--- config.mk ---
export PLATFORM = sky130hd
export DESIGN_NAME = apdac_frontend
export DESIGN_NICKNAME = d
export VERILOG_FILES = /design/src/rtl/apdac_pkg.sv /design/src/rtl/apdac_ctrl.sv /design/src/rtl/apdac_datapath.sv /design/src/rtl/apdac_frontend.sv
export SDC_FILE = /design/constraint.sdc
export NUM_CORES = 1
export LEC_CHECK = 0
export ABC_AREA = 0
export BUFFER_PORTS_ARGS = -buffer_cell sky130_fd_sc_hd__buf_2
export CAP_MARGIN = 40
export CORE_ASPECT_RATIO = 0.7
export CORE_UTILIZATION = 50
export DETAILED_ROUTE_END_ITERATION = 10
export PLACE_DENSITY = 0.74
export SLEW_MARGIN = 0
export SYNTH_ARGS = -nofsm -noshare
export SYNTH_HDL_FRONTEND = slang
export SYNTH_SLANG_ARGS = --single-unit
--- constraint.sdc ---
create_clock -name clk -period 1.9 [get_ports clk]
set_clock_uncertainty 0.2 [all_clocks]
set_input_delay 0 -clock clk [delete_from_list [all_inputs] [get_ports clk]]
set_output_delay 0 -clock clk [all_outputs]
set_load 0.01 [all_outputs]
--- src/rtl/apdac_pkg.sv ---
`timescale 1ns/1ps
package apdac_pkg;

  localparam int NUM_CH = 2;

  typedef enum logic [1:0] {
    PWR_SHUT   = 2'b00,
    PWR_STBY   = 2'b01,
    PWR_ACTIVE = 2'b10
  } pwrMode_e;

  // strobes from the power controller to the channel datapath
  typedef struct packed {
    logic runEn;   // capture and shift allowed, outputs driven
  } dpStrobe_t;

endpackage

--- src/rtl/apdac_ctrl.sv ---
`timescale 1ns/1ps
module apdac_ctrl
  import apdac_pkg::*;
#(
  parameter int WAKE_CYCLES = 2000
) (
  input  logic       clk,
  input  logic       rst,
  input  logic       pdSel,
  input  logic       dacEn,
  output pwrMode_e   modeOut,
  output logic       ready,
  output dpStrobe_t  strb
);

  localparam int CNT_W = $clog2(WAKE_CYCLES + 2);
  localparam logic [CNT_W-1:0] WAKE_LOAD = CNT_W'(WAKE_CYCLES);

  pwrMode_e         modeQ;
  pwrMode_e         modeNext;
  logic [CNT_W-1:0] wakeCnt;
  logic             enterActive;

  // pin decode: power-down select dominates the enable
  always_comb begin
    if (pdSel)      modeNext = PWR_SHUT;
    else if (dacEn) modeNext = PWR_ACTIVE;
    else            modeNext = PWR_STBY;
  end

  assign enterActive = (modeNext == PWR_ACTIVE) && (modeQ != PWR_ACTIVE);

  always_ff @(posedge clk) begin
    if (rst) begin
      modeQ   <= PWR_SHUT;
      wakeCnt <= '0;
    end else begin
      modeQ <= modeNext;
      if (enterActive) begin
        wakeCnt <= WAKE_LOAD;
      end else if ((modeQ == PWR_ACTIVE) && (wakeCnt != '0)) begin
        wakeCnt <= wakeCnt - 1'b1;
      end
    end
  end

  assign modeOut    = modeQ;
  assign ready      = (modeQ == PWR_ACTIVE) && (wakeCnt == '0);
  assign strb.runEn = (modeQ == PWR_ACTIVE);

  AST_PD_FORCES_SHUT: assert property (@(posedge clk) disable iff (rst)
    (pdSel) |=> (modeOut == PWR_SHUT));

  AST_STBY_SELECT: assert property (@(posedge clk) disable iff (rst)
    (!pdSel && !dacEn) |=> (modeOut == PWR_STBY));

  AST_READY_HOLDS: assert property (@(posedge clk) disable iff (rst)
    (ready && !pdSel && dacEn) |=> ready);

  generate
    if (WAKE_CYCLES > 0) begin : g_wakeChk
      AST_WAKE_GAP: assert property (@(posedge clk) disable iff (rst)
        ((modeOut != PWR_ACTIVE) && !pdSel && dacEn) |=> !ready);
    end
  endgenerate

endmodule

--- src/rtl/apdac_datapath.sv ---
`timescale 1ns/1ps
module apdac_datapath
  import apdac_pkg::*;
#(
  parameter int DATA_W = 10
) (
  input  logic                           clk,
  input  logic                           rst,
  input  logic                           csN,
  input  logic [DATA_W-1:0]              dataBus,
  input  dpStrobe_t                      strb,
  output logic [NUM_CH-1:0][DATA_W-1:0]  codeOut,
  output logic [NUM_CH-1:0]              driveEn
);

  genvar ch;
  generate
    for (ch = 0; ch < NUM_CH; ch++) begin : g_ch
      logic [DATA_W-1:0] inLatch;
      logic [DATA_W-1:0] dacReg;

      if ((ch % 2) == 0) begin : g_rise
        // even channel: rising-edge capture and shift
        always_ff @(posedge clk) begin
          if (rst) begin
            inLatch <= '0;
            dacReg  <= '0;
          end else if (strb.runEn) begin
            if (!csN) inLatch <= dataBus;
            dacReg <= inLatch;
          end
        end

        AST_CAPTURE_RISE: assert property (@(posedge clk) disable iff (rst)
          (strb.runEn && !csN) |=> (inLatch == $past(dataBus)));

        AST_HOLD_RISE: assert property (@(posedge clk) disable iff (rst)
          (!strb.runEn) |=> $stable(dacReg));
      end else begin : g_fall
        // odd channel: falling-edge capture and shift
        always_ff @(negedge clk) begin
          if (rst) begin
            inLatch <= '0;
            dacReg  <= '0;
          end else if (strb.runEn) begin
            if (!csN) inLatch <= dataBus;
            dacReg <= inLatch;
          end
        end

        AST_CAPTURE_FALL: assert property (@(negedge clk) disable iff (rst)
          (strb.runEn && !csN) |=> (inLatch == $past(dataBus)));

        AST_HOLD_FALL: assert property (@(negedge clk) disable iff (rst)
          (!strb.runEn) |=> $stable(dacReg));
      end

      assign codeOut[ch] = dacReg;
      assign driveEn[ch] = strb.runEn;
    end
  endgenerate

endmodule

--- src/rtl/apdac_frontend.sv ---
`timescale 1ns/1ps
module apdac_frontend
  import apdac_pkg::*;
#(
  parameter int DATA_W      = 10,
  parameter int WAKE_CYCLES = 2000
) (
  input  logic              clk,
  input  logic              rst,
  input  logic [DATA_W-1:0] dataBus,
  input  logic              csN,
  input  logic              dacEn,
  input  logic              pdSel,
  output logic [DATA_W-1:0] code1,
  output logic [DATA_W-1:0] code2,
  output logic              outEn1,
  output logic              outEn2,
  output logic [1:0]        pwrMode,
  output logic              ready
);

  pwrMode_e                       modeW;
  dpStrobe_t                      strbW;
  logic [NUM_CH-1:0][DATA_W-1:0]  codeW;
  logic [NUM_CH-1:0]              drvW;

  apdac_ctrl #(
    .WAKE_CYCLES (WAKE_CYCLES)
  ) ctrl_i (
    .clk     (clk),
    .rst     (rst),
    .pdSel   (pdSel),
    .dacEn   (dacEn),
    .modeOut (modeW),
    .ready   (ready),
    .strb    (strbW)
  );

  apdac_datapath #(
    .DATA_W (DATA_W)
  ) dp_i (
    .clk     (clk),
    .rst     (rst),
    .csN     (csN),
    .dataBus (dataBus),
    .strb    (strbW),
    .codeOut (codeW),
    .driveEn (drvW)
  );

  assign code1   = codeW[0];
  assign code2   = codeW[1];
  assign outEn1  = drvW[0];
  assign outEn2  = drvW[1];
  assign pwrMode = modeW;

endmodule

==> results_dict.tcl, run 1 <==
set metrics [dict create \
    synthAdderAreaFrac_pct 0.628 \
    synth_top_family_by_area "simple AND/OR/NAND/NOR gates" \
    clock_path_buffers 2 \
    grt_use_met2_pct 54.1 \
    tightestPinTransition_ps 497 \
    power.density_mw_per_mm2 764 \
    dp_slack_ps -336 \
    hold_path_class "input pin to flop" \
    grt-busiest-layer "met2" \
    synthMuxAreaShare_pct 1.00 \
    hpwl_um 3180 \
    grt_util_met1_pct 41.1 \
    cap_violations 0 \
    vias 2434 \
    outcome "complete, but fails checks" \
    dp.cells 331 \
    clk_latency_ps 410 \
    cts_tree "yes" \
    grt_pass1_vias 2015 \
    die_area_mm2 0.00425 \
    synth-edff-count 0 \
    crit_arrival_ps 1390 \
    synthArstFlopShare_pct 0 \
    cts_sinks 53 \
    synth_compound_area_share_pct 15.4 \
    worstPathRequired_ps 1030 \
    wire_per_inst_um 21.1 \
    ant_nets 0 \
    slew_headroom_pct 66.6 \
    netlist_area_mm2 0.00199 \
    slew_violations 0 \
    setup-violations-final 35 \
    drive_gt1_share_pct 41.5 \
    syn_inst 239 \
    clk_pin_slew_worst_paths_ps 100 \
    port_buffers 39 \
    crit_type "flop to flop" \
    numCtsBuffers 5 \
    initial_utilization_pct 54.3 \
    hold_viol 0 \
    synth-seq-area-share_pct 53.2 \
    coreArea_mm2 0.00367 \
    nFillCells 175 \
    dr.pass1.iters 5 \
    htreeDepth 2 \
    met3_usage_pct 8.83 \
    synth.avg_cell_area_um2 8.34 \
    rows 18 \
    fin_ws_ps -362 \
    synth_xor_area_share_pct 0.879 \
    grt_pass1_wl_um 10300 \
    crit_path_start_kind "flop" \
    area_delta_synth_final_pct 58.1 \
    synthSimpleGateAreaFrac_pct 24.7 \
    first_iter_violations 331 \
    p_leak_nw 1.30 \
    ys_types 34 \
    drc 0 \
    finalSetupTns_ps -7490 \
    grt_antenna_before_repair 0 \
    critPathMaxFanout 11 \
    drt-vias-per-instance 6.05 \
    vdd_drop_max_uv 528 \
    rsz0062_at_grt "true" \
    die_x_um 77.5 \
    die_y_um 54.8 \
    grt_max_degree 50 \
    violations "negative setup slack" \
    post-route-cell-area_mm2 0.00315 \
    layout.nets 367 \
    ys_warn_count 0 \
    drt_wl_total_um 8490 \
    overflow 0 \
    syn-num-nets 255 \
    grt.total_usage_pct 33.9 \
    antenna_cells 0 \
    synth_ff_type "dfxtp_1" \
    dpl_cell_area_mm2 0.00238 \
    critPathCaptureType "flop" \
    synth_seq_cells 53 \
    hold_slack_ps 82.5 \
    ios 40 \
    cts_root_buffer "clkbuf_8" \
    stdcell_count 402 \
    place_congestion 0.802 \
]
-- synth_stat cells (2+ instances only) --
| library cell | instances | area share, % |
|---|---|---|
| nand2_1 | 76 | 14 |
| dfxtp_1 | 53 | 53 |
| a21oi_1 | 44 | 11 |
| clkbuf_1 | 9 | 1.7 |
| nor2_1 | 7 | 1.3 |
| inv_1 | 6 | 1.1 |
| a311oi_1 | 4 | 1.8 |
| nand2b_1 | 4 | 1.3 |
| buf_2 | 3 | 0.75 |
| nor3_1 | 3 | 0.75 |
| a31oi_1 | 2 | 0.63 |
| mux2i_1 | 2 | 1.0 |
| nand3_1 | 2 | 0.50 |
| o21ai_0 | 2 | 0.50 |
| or3_1 | 2 | 0.63 |
| xnor2_1 | 2 | 0.88 |
-- worst paths after layout --
kind,to,from,slack (ps),cells after the start
setup / recovery,dp_i.g_ch[1].dacReg[3],ctrl_i.modeOut[0],-360,5
hold / removal,dp_i.g_ch[0].inLatch[8],csN,80,5
setup reg to reg,dp_i.g_ch[1].dacReg[3],ctrl_i.modeOut[0],-360,5
hold reg to reg,dp_i.g_ch[0].dacReg[4],dp_i.g_ch[0].dacReg[4],260,2
-- layout by cell type (no fill, tap or decap), drive strengths merged, types with 2 or more instances in the layout --
cell type,instances
nand2,76
dlygate4sd3,20
nand2b,5
or3,2
nor3,3
buf,76
nor2,9
clkinv,3
mux2i,2
clkbuf,5
nor4b,2
a31oi,2
a21oi,44
nor4,2
dfxtp,53
nand3,2
o21ai,2
inv,26
a311oi,5
xnor2,2
-- where the power goes --
part           switching (mW)  leakage, nW  total (mW)  internal [mW]
combinational           0.171        0.709       0.314          0.143
clock                   0.598        0.153       0.917          0.320
sequential             0.0372        0.436        1.18           1.14
-- area by class of cell --
cell class / instances / area (um^2) / area share (%)
Clock buffer: 5 / 68.8 / 2.18
Clock inverter: 23 / 96.3 / 3.06
Inverter: 6 / 35.0 / 1.11
Multi-Input combinational cell: 168 / 1020 / 32.3
Sequential cell: 53 / 1080 / 34.2
Tap cell: 50 / 62.6 / 1.98
Timing Repair Buffer: 97 / 793 / 25.2
-- sequential cells by signal, indices dropped and copies added, names as in the netlist --
signal	cells
dp_i.g_ch.dacReg	20
ctrl_i.modeOut	2
ctrl_i.wakeCnt	11
dp_i.g_ch.inLatch	20
-- per-stage QoR --
step           util, %  power [mW]
6_report          85.9        2.41
5_1_grt           85.9        2.47
4_1_cts           81.6        2.26
3_5_place_dp      64.8        1.46
3_3_place_gp      64.8        1.46
2_1_floorplan        -        1.40
-- critical path: stages, from the launching register on --
cell	delay [ps]
dfxtp_2	340
nand2b_4	220
clkinv_8	100
buf_12	130
nand2_1	70
a21oi_1	200
-- cell families after synthesis --
kind of cell             count (synthesis)
AO/OA/AOI/OAI                           55
multiplexers                             2
XOR/XNOR                                 2
buffers and inverters                   20
AND/OR/NAND/NOR                        106
flip-flops                              53
adder cells (fa/ha/maj)                  1
-- per-layer routing --
metal / vias to the layer above / wire, um
met5: - / 0
met4: 0 / 617
met3: 67 / 961
met2: 264 / 3850
met1: 1080 / 3070
li1: 1023 / -
-- timing repair --
| item | 4_1_cts | 5_1_grt |
|---|---|---|
| gates resized for setup | 35 | 32 |
| endpoints found under the hold margin | 27 | 0 |
| pin swaps | 10 | 7 |
| endpoints found under the setup margin | 32 | 41 |
| gates cloned | 2 | 0 |
| hold buffers | 21 | 0 |
| buffers inserted | 14 | 7 |
(Power assumes the default switching activity.)
==> inputs of run 2 (changes only) <==
- SETUP_SLACK_MARGIN: not set -> 0.02
==> run 2 against run 1 <==
Compared with the run above:
- largest cell class unchanged
- the run still ends with negative setup slack left
- critical path depth shrank 1
- highest routed layer unchanged
- die area is the same
- largest power group unchanged
- flip-flop and latch count is the same
- sequential share of layout area shrank 0.69 points
- first-iteration DRC count shrank 11%
- wire length grew 4.1%
- core utilization grew 2.0 points
==> results_dict.tcl, run 2 (synthesis gave the netlist of run 1 again) <==
set metrics [dict create \
    outcome "complete, but fails checks" \
    violations "negative setup slack" \
    drc 0 \
    power.density_mw_per_mm2 764 \
    vdd_drop_max_uv 581 \
    hold_slack_ps 109 \
    hpwl_um 3180 \
    dr.pass1.iters 10 \
    cp.depth 4 \
    first_iter_violations 294 \
    vias 2488 \
    finalPower_mw 2.46 \
    place_congestion 0.802 \
    antenna_cells 0 \
    initial_utilization_pct 54.3 \
    grt_pass1_vias 1994 \
    grt_use_met2_pct 53.4 \
    drive_gt1_share_pct 44.2 \
    post-route-cell-area_mm2 0.00322 \
    multi_input_area_mm2 0.00105 \
    clk_latency_ps 410 \
    cts_root_buffer "clkbuf_8" \
    area_delta_synth_final_pct 61.8 \
    finalSetupTns_ps -7240 \
    cap_violations 0 \
    mostFrequentLayoutCell "nand2_1" \
    slew_violations 0 \
    critPathMaxFanout 5 \
    reg2reg_slack_ps -410 \
    rows 18 \
    critPathCaptureType "flop" \
    cpPeakStageDelay_ps 340 \
    numCtsBuffers 5 \
    grt_antenna_before_repair 0 \
    r2r_cells 4 \
    dp.cells 331 \
    layout.nets 368 \
    ant_nets 0 \
    crit_path_start_kind "flop" \
    dpl_cell_area_mm2 0.00238 \
    coreArea_mm2 0.00367 \
    rsz0062_at_grt "true" \
    fin_ws_ps -408 \
    path_delay_family "simple AND/OR/NAND/NOR gates" \
    r2r_end "dp_i.g_ch[1].inLatch[3]" \
    crit_end "dp_i.g_ch[1].inLatch[3]" \
    die_x_um 77.5 \
    grt_pass1_wl_um 10400 \
    grt.total_usage_pct 34.1 \
    hold_path_class "input pin to flop" \
    cp_cell_sequence "nand2b_4 -> nor2_4 -> nand2_2 -> a21oi_2" \
    crit_type "flop to flop" \
    overflow 0 \
    fin_util_pct 87.8 \
    die_area_mm2 0.00425 \
    cts_sinks 53 \
    hold_viol 0 \
    grt_util_met1_pct 41.4 \
    regArea_mm2 0.00108 \
    die_y_um 54.8 \
    ios 40 \
    drt-vias-per-instance 6.17 \
    r2r_start "ctrl_i.modeOut[0]" \
    dp_slack_ps -336 \
    crit_arrival_ps 1480 \
    clk_pin_slew_worst_paths_ps 110 \
    path_buf_inv 0 \
    met3_usage_pct 10.0 \
    port_buffers 39 \
    nFillCells 148 \
    grt-busiest-layer "met2" \
    cpMaxStageDelayCell "dfxtp_2" \
    drt_wl_total_um 8840 \
    top_regs "dp_i.g_ch.dacReg: 20 flops, dp_i.g_ch.inLatch: 20 flops, ctrl_i.wakeCnt: 11 flops" \
    setup-violations-final 35 \
    p_leak_nw 1.33 \
    cts_tree "yes" \
    tightestPinTransition_ps 526 \
    htreeDepth 2 \
    slew_headroom_pct 64.8 \
    final_cell_mix "nand2_1, dfxtp_1, a21oi_1, buf_2, buf_4" \
    wire_per_inst_um 21.9 \
    clock_path_buffers 2 \
    cp-startpoint "ctrl_i.modeOut[0]" \
    grt_max_degree 50 \
    stdcell_count 403 \
    worstPathRequired_ps 1080 \
]
## run 2: cell types whose count changed in the layout (fill, tap and decap cells not counted), sizes merged
cell          delta
dlymetal6s4s     +1
buf              +4
dlygate4sd3      -4
## run 2: tightest hold or removal path, cell delays in order
cell     delay, ps
buf_2          200
nor2_4         110
nand2_2        100
buf_4          110
a21oi_1         60
## run 2: what timing repair did
item	4_1_cts	5_1_grt
resized for setup	35	51
endpoints found under the setup margin	32	45
hold endpoints to repair	27	0
hold buffers	20	0
setup buffers	14	16
cloned	2	0
pin swaps	10	21
## run 2: layer usage
metal,wire (um),up-vias
li1,-,1024
met1,3290,1120
met2,3830,248
met3,1030,96
met4,683,0
met5,0,-
## run 2: power by group
part	total (mW)	internal [mW]	switching [mW]
Clock	0.952	0.320	0.632
Combinational	0.334	0.150	0.184
Sequential	1.18	1.14	0.0383
Total	2.46	1.61	0.855
## run 2: area by class of cell
type	instances	area share (%)
well taps	50	1.94
inverters	6	1.09
multi-input cells	168	32.6
clock inverters	23	2.99
repair buffers	98	25.7
clock buffers	5	2.13
flip-flops and latches	53	33.5
## run 2: worst min-delay path by stage
stage / start / endpoint / slack, ps / cells past startpoint
global route: csN / dp_i.g_ch[0].inLatch[0] / 90 / 5
global placement: dacEn / ctrl_i.modeOut[0] / -20 / 2
detailed placement: dacEn / ctrl_i.modeOut[0] / -20 / 2
floorplan: dacEn / ctrl_i.modeOut[0] / -140 / 1
finish: csN / dp_i.g_ch[0].inLatch[0] / 110 / 5
CTS: csN / dp_i.g_ch[0].inLatch[5] / -20 / 5
==> inputs of run 3 (changes only) <==
- CTS_BUF_LIST: not set -> sky130_fd_sc_hd__clkbuf_2
- SKIP_LAST_GASP: not set -> 1
==> run 3 against run 2 <==
Compared with the run above:
- the run still ends with negative setup slack left
- combinational power shrank 6.0%
- cell area decreased by 3.1%
- non-clock buffer count down 3
- flip-flop and latch count stayed put
- register-to-register slack worse by 40 ps
- wire length decreased by 5.7%
- total power shrank 9.0%
- sequential share of layout area up 0.90 points
- clock power fell by 22%
- critical path type unchanged
- largest power group unchanged
- highest routed layer is now met5
==> results_dict.tcl, run 3 (synthesis gave the netlist of run 1 again) <==
set metrics [dict create \
    cpMaxStageDelayCell "dfxtp_2" \
    fin_crit_sh_pct 123 \
    grt_antenna_before_repair 1 \
    violations "negative setup slack" \
    path_buf_inv 1 \
    crit_type "flop to flop" \
    vdd_drop_max_uv 524 \
    first_iter_violations 438 \
    vias 2411 \
    outcome "complete, but fails checks" \
    place_congestion 0.802 \
    cap_violations 0 \
    critPathCaptureType "flop" \
    p_leak_nw 1.35 \
    overflow 0 \
    clk_pin_slew_worst_paths_ps 320 \
    finalPower_mw 2.24 \
    mostFrequentLayoutCell "nand2_1" \
    final_cell_mix "nand2_1, dfxtp_1, a21oi_1" \
    coreArea_mm2 0.00367 \
    drt-vias-per-instance 6.03 \
    drive_gt1_share_pct 39.4 \
    htreeDepth 2 \
    hold_path_class "input pin to flop" \
    area_delta_synth_final_pct 56.8 \
    port_buffers 39 \
    drc 0 \
    cts_tree "yes" \
    tightestPinTransition_ps 540 \
    drt_wl_total_um 8330 \
    numCtsBuffers 5 \
    ant_nets 0 \
    antenna_cells 0 \
    worstPathRequired_ps 1230 \
    cp_cell_sequence "nand2b_4 -> nor2_4 -> buf_4 -> nand2_2 -> a21oi_1" \
    post-route-cell-area_mm2 0.00313 \
    layout.nets 365 \
    grt_pass1_wl_um 10300 \
    nFillCells 171 \
    crit_arrival_ps 1680 \
    top_regs "dp_i.g_ch.dacReg: 20 flops, dp_i.g_ch.inLatch: 20 flops, ctrl_i.wakeCnt: 11 flops" \
    crit_path_start_kind "flop" \
    grt.total_usage_pct 33.4 \
    clk_latency_ps 590 \
    timing.fmax_mhz 429 \
    grt_max_degree 50 \
    hold_viol 0 \
    path_delay_family "simple AND/OR/NAND/NOR gates" \
    die_x_um 77.5 \
    cpPeakStageDelay_ps 400 \
    wire_per_inst_um 20.8 \
    ios 40 \
    power.density_mw_per_mm2 717 \
    fin_crit_ps 2340 \
    dpl_cell_area_mm2 0.00238 \
    initial_utilization_pct 54.3 \
    clock_path_buffers 2 \
    die_y_um 54.8 \
    dr.pass1.iters 6 \
    critPathMaxFanout 5 \
    grt_pass1_vias 1998 \
    hpwl_um 3180 \
    rsz0062_at_grt "true" \
    rows 18 \
    setup-violations-final 38 \
    slew_violations 0 \
    cts_root_buffer "clkbuf_2" \
    slew_headroom_pct 63.5 \
    die_area_mm2 0.00425 \
    fin_ws_ps -444 \
    cts_sinks 53 \
]
[run 3: layout make-up]
| type | count | area (um^2) | share of cell area (%) |
|---|---|---|---|
| clock buffers | 5 | 25.0 | 0.801 |
| clock inverters | 23 | 96.3 | 3.08 |
| inverters | 6 | 35.0 | 1.12 |
| multi-input cells | 168 | 1030 | 33.1 |
| flip-flops and latches | 53 | 1080 | 34.4 |
| well taps | 50 | 62.6 | 2.00 |
| repair buffers | 95 | 796 | 25.5 |
[run 3: per-stage QoR]
step,cells,setup TNS (ps),hold WS [ps],util [%],setup WS (ps)
6_report,400,-11120,172,85.1,-444
5_1_grt,400,-12540,189,85.1,-446
3_5_place_dp,331,-5670,-15.7,64.8,-336
3_3_place_gp,331,-4780,-20.8,64.8,-261
2_1_floorplan,239,-6180,-136,-,-311
4_1_cts,395,-8270,202,80.3,-330
[run 3: power by group]
part           switching [mW]  leakage [nW]  internal [mW]
Combinational           0.173         0.780          0.141
Clock                   0.594         0.138          0.152
Sequential             0.0389         0.435           1.14
[run 3: routing by layer]
metal  track usage (%)  share of wire (%)  vias to the layer above
met3              7.83                 13                       73
li1                  -                  -                     1020
met5                 0               0.16                        -
met4              20.8                7.0                        2
met1              41.0                 35                     1059
met2              55.0                 44                      257
[run 3: path summary, 6_finish.rpt]
kind	startpoint	endpoint	slack, ps	cells past startpoint
worst max-delay path	ctrl_i.modeOut[0]	dp_i.g_ch[1].inLatch[5]	-440	5
worst max register to register	ctrl_i.modeOut[0]	dp_i.g_ch[1].inLatch[5]	-440	5
worst min-delay path	dataBus[8]	dp_i.g_ch[0].inLatch[8]	170	5
worst min register to register	dp_i.g_ch[1].dacReg[4]	dp_i.g_ch[1].dacReg[4]	270	2
[run 3: worst register-to-register path, delay by kind of cell, from the launching register on]
family                 cells  cell delay, ps
AO/OA/AOI/OAI              1             140
buffers and inverters      1             150
flip-flops                 1             400
AND/OR/NAND/NOR            3             490
[run 3: repair_timing]
item	4_1_cts	5_1_grt
hold buffers	20	0
cloned	2	1
setup endpoints to repair	32	45
buffers inserted	15	4
resized for setup	34	33
pin swaps	10	10
hold endpoints to repair	28	0
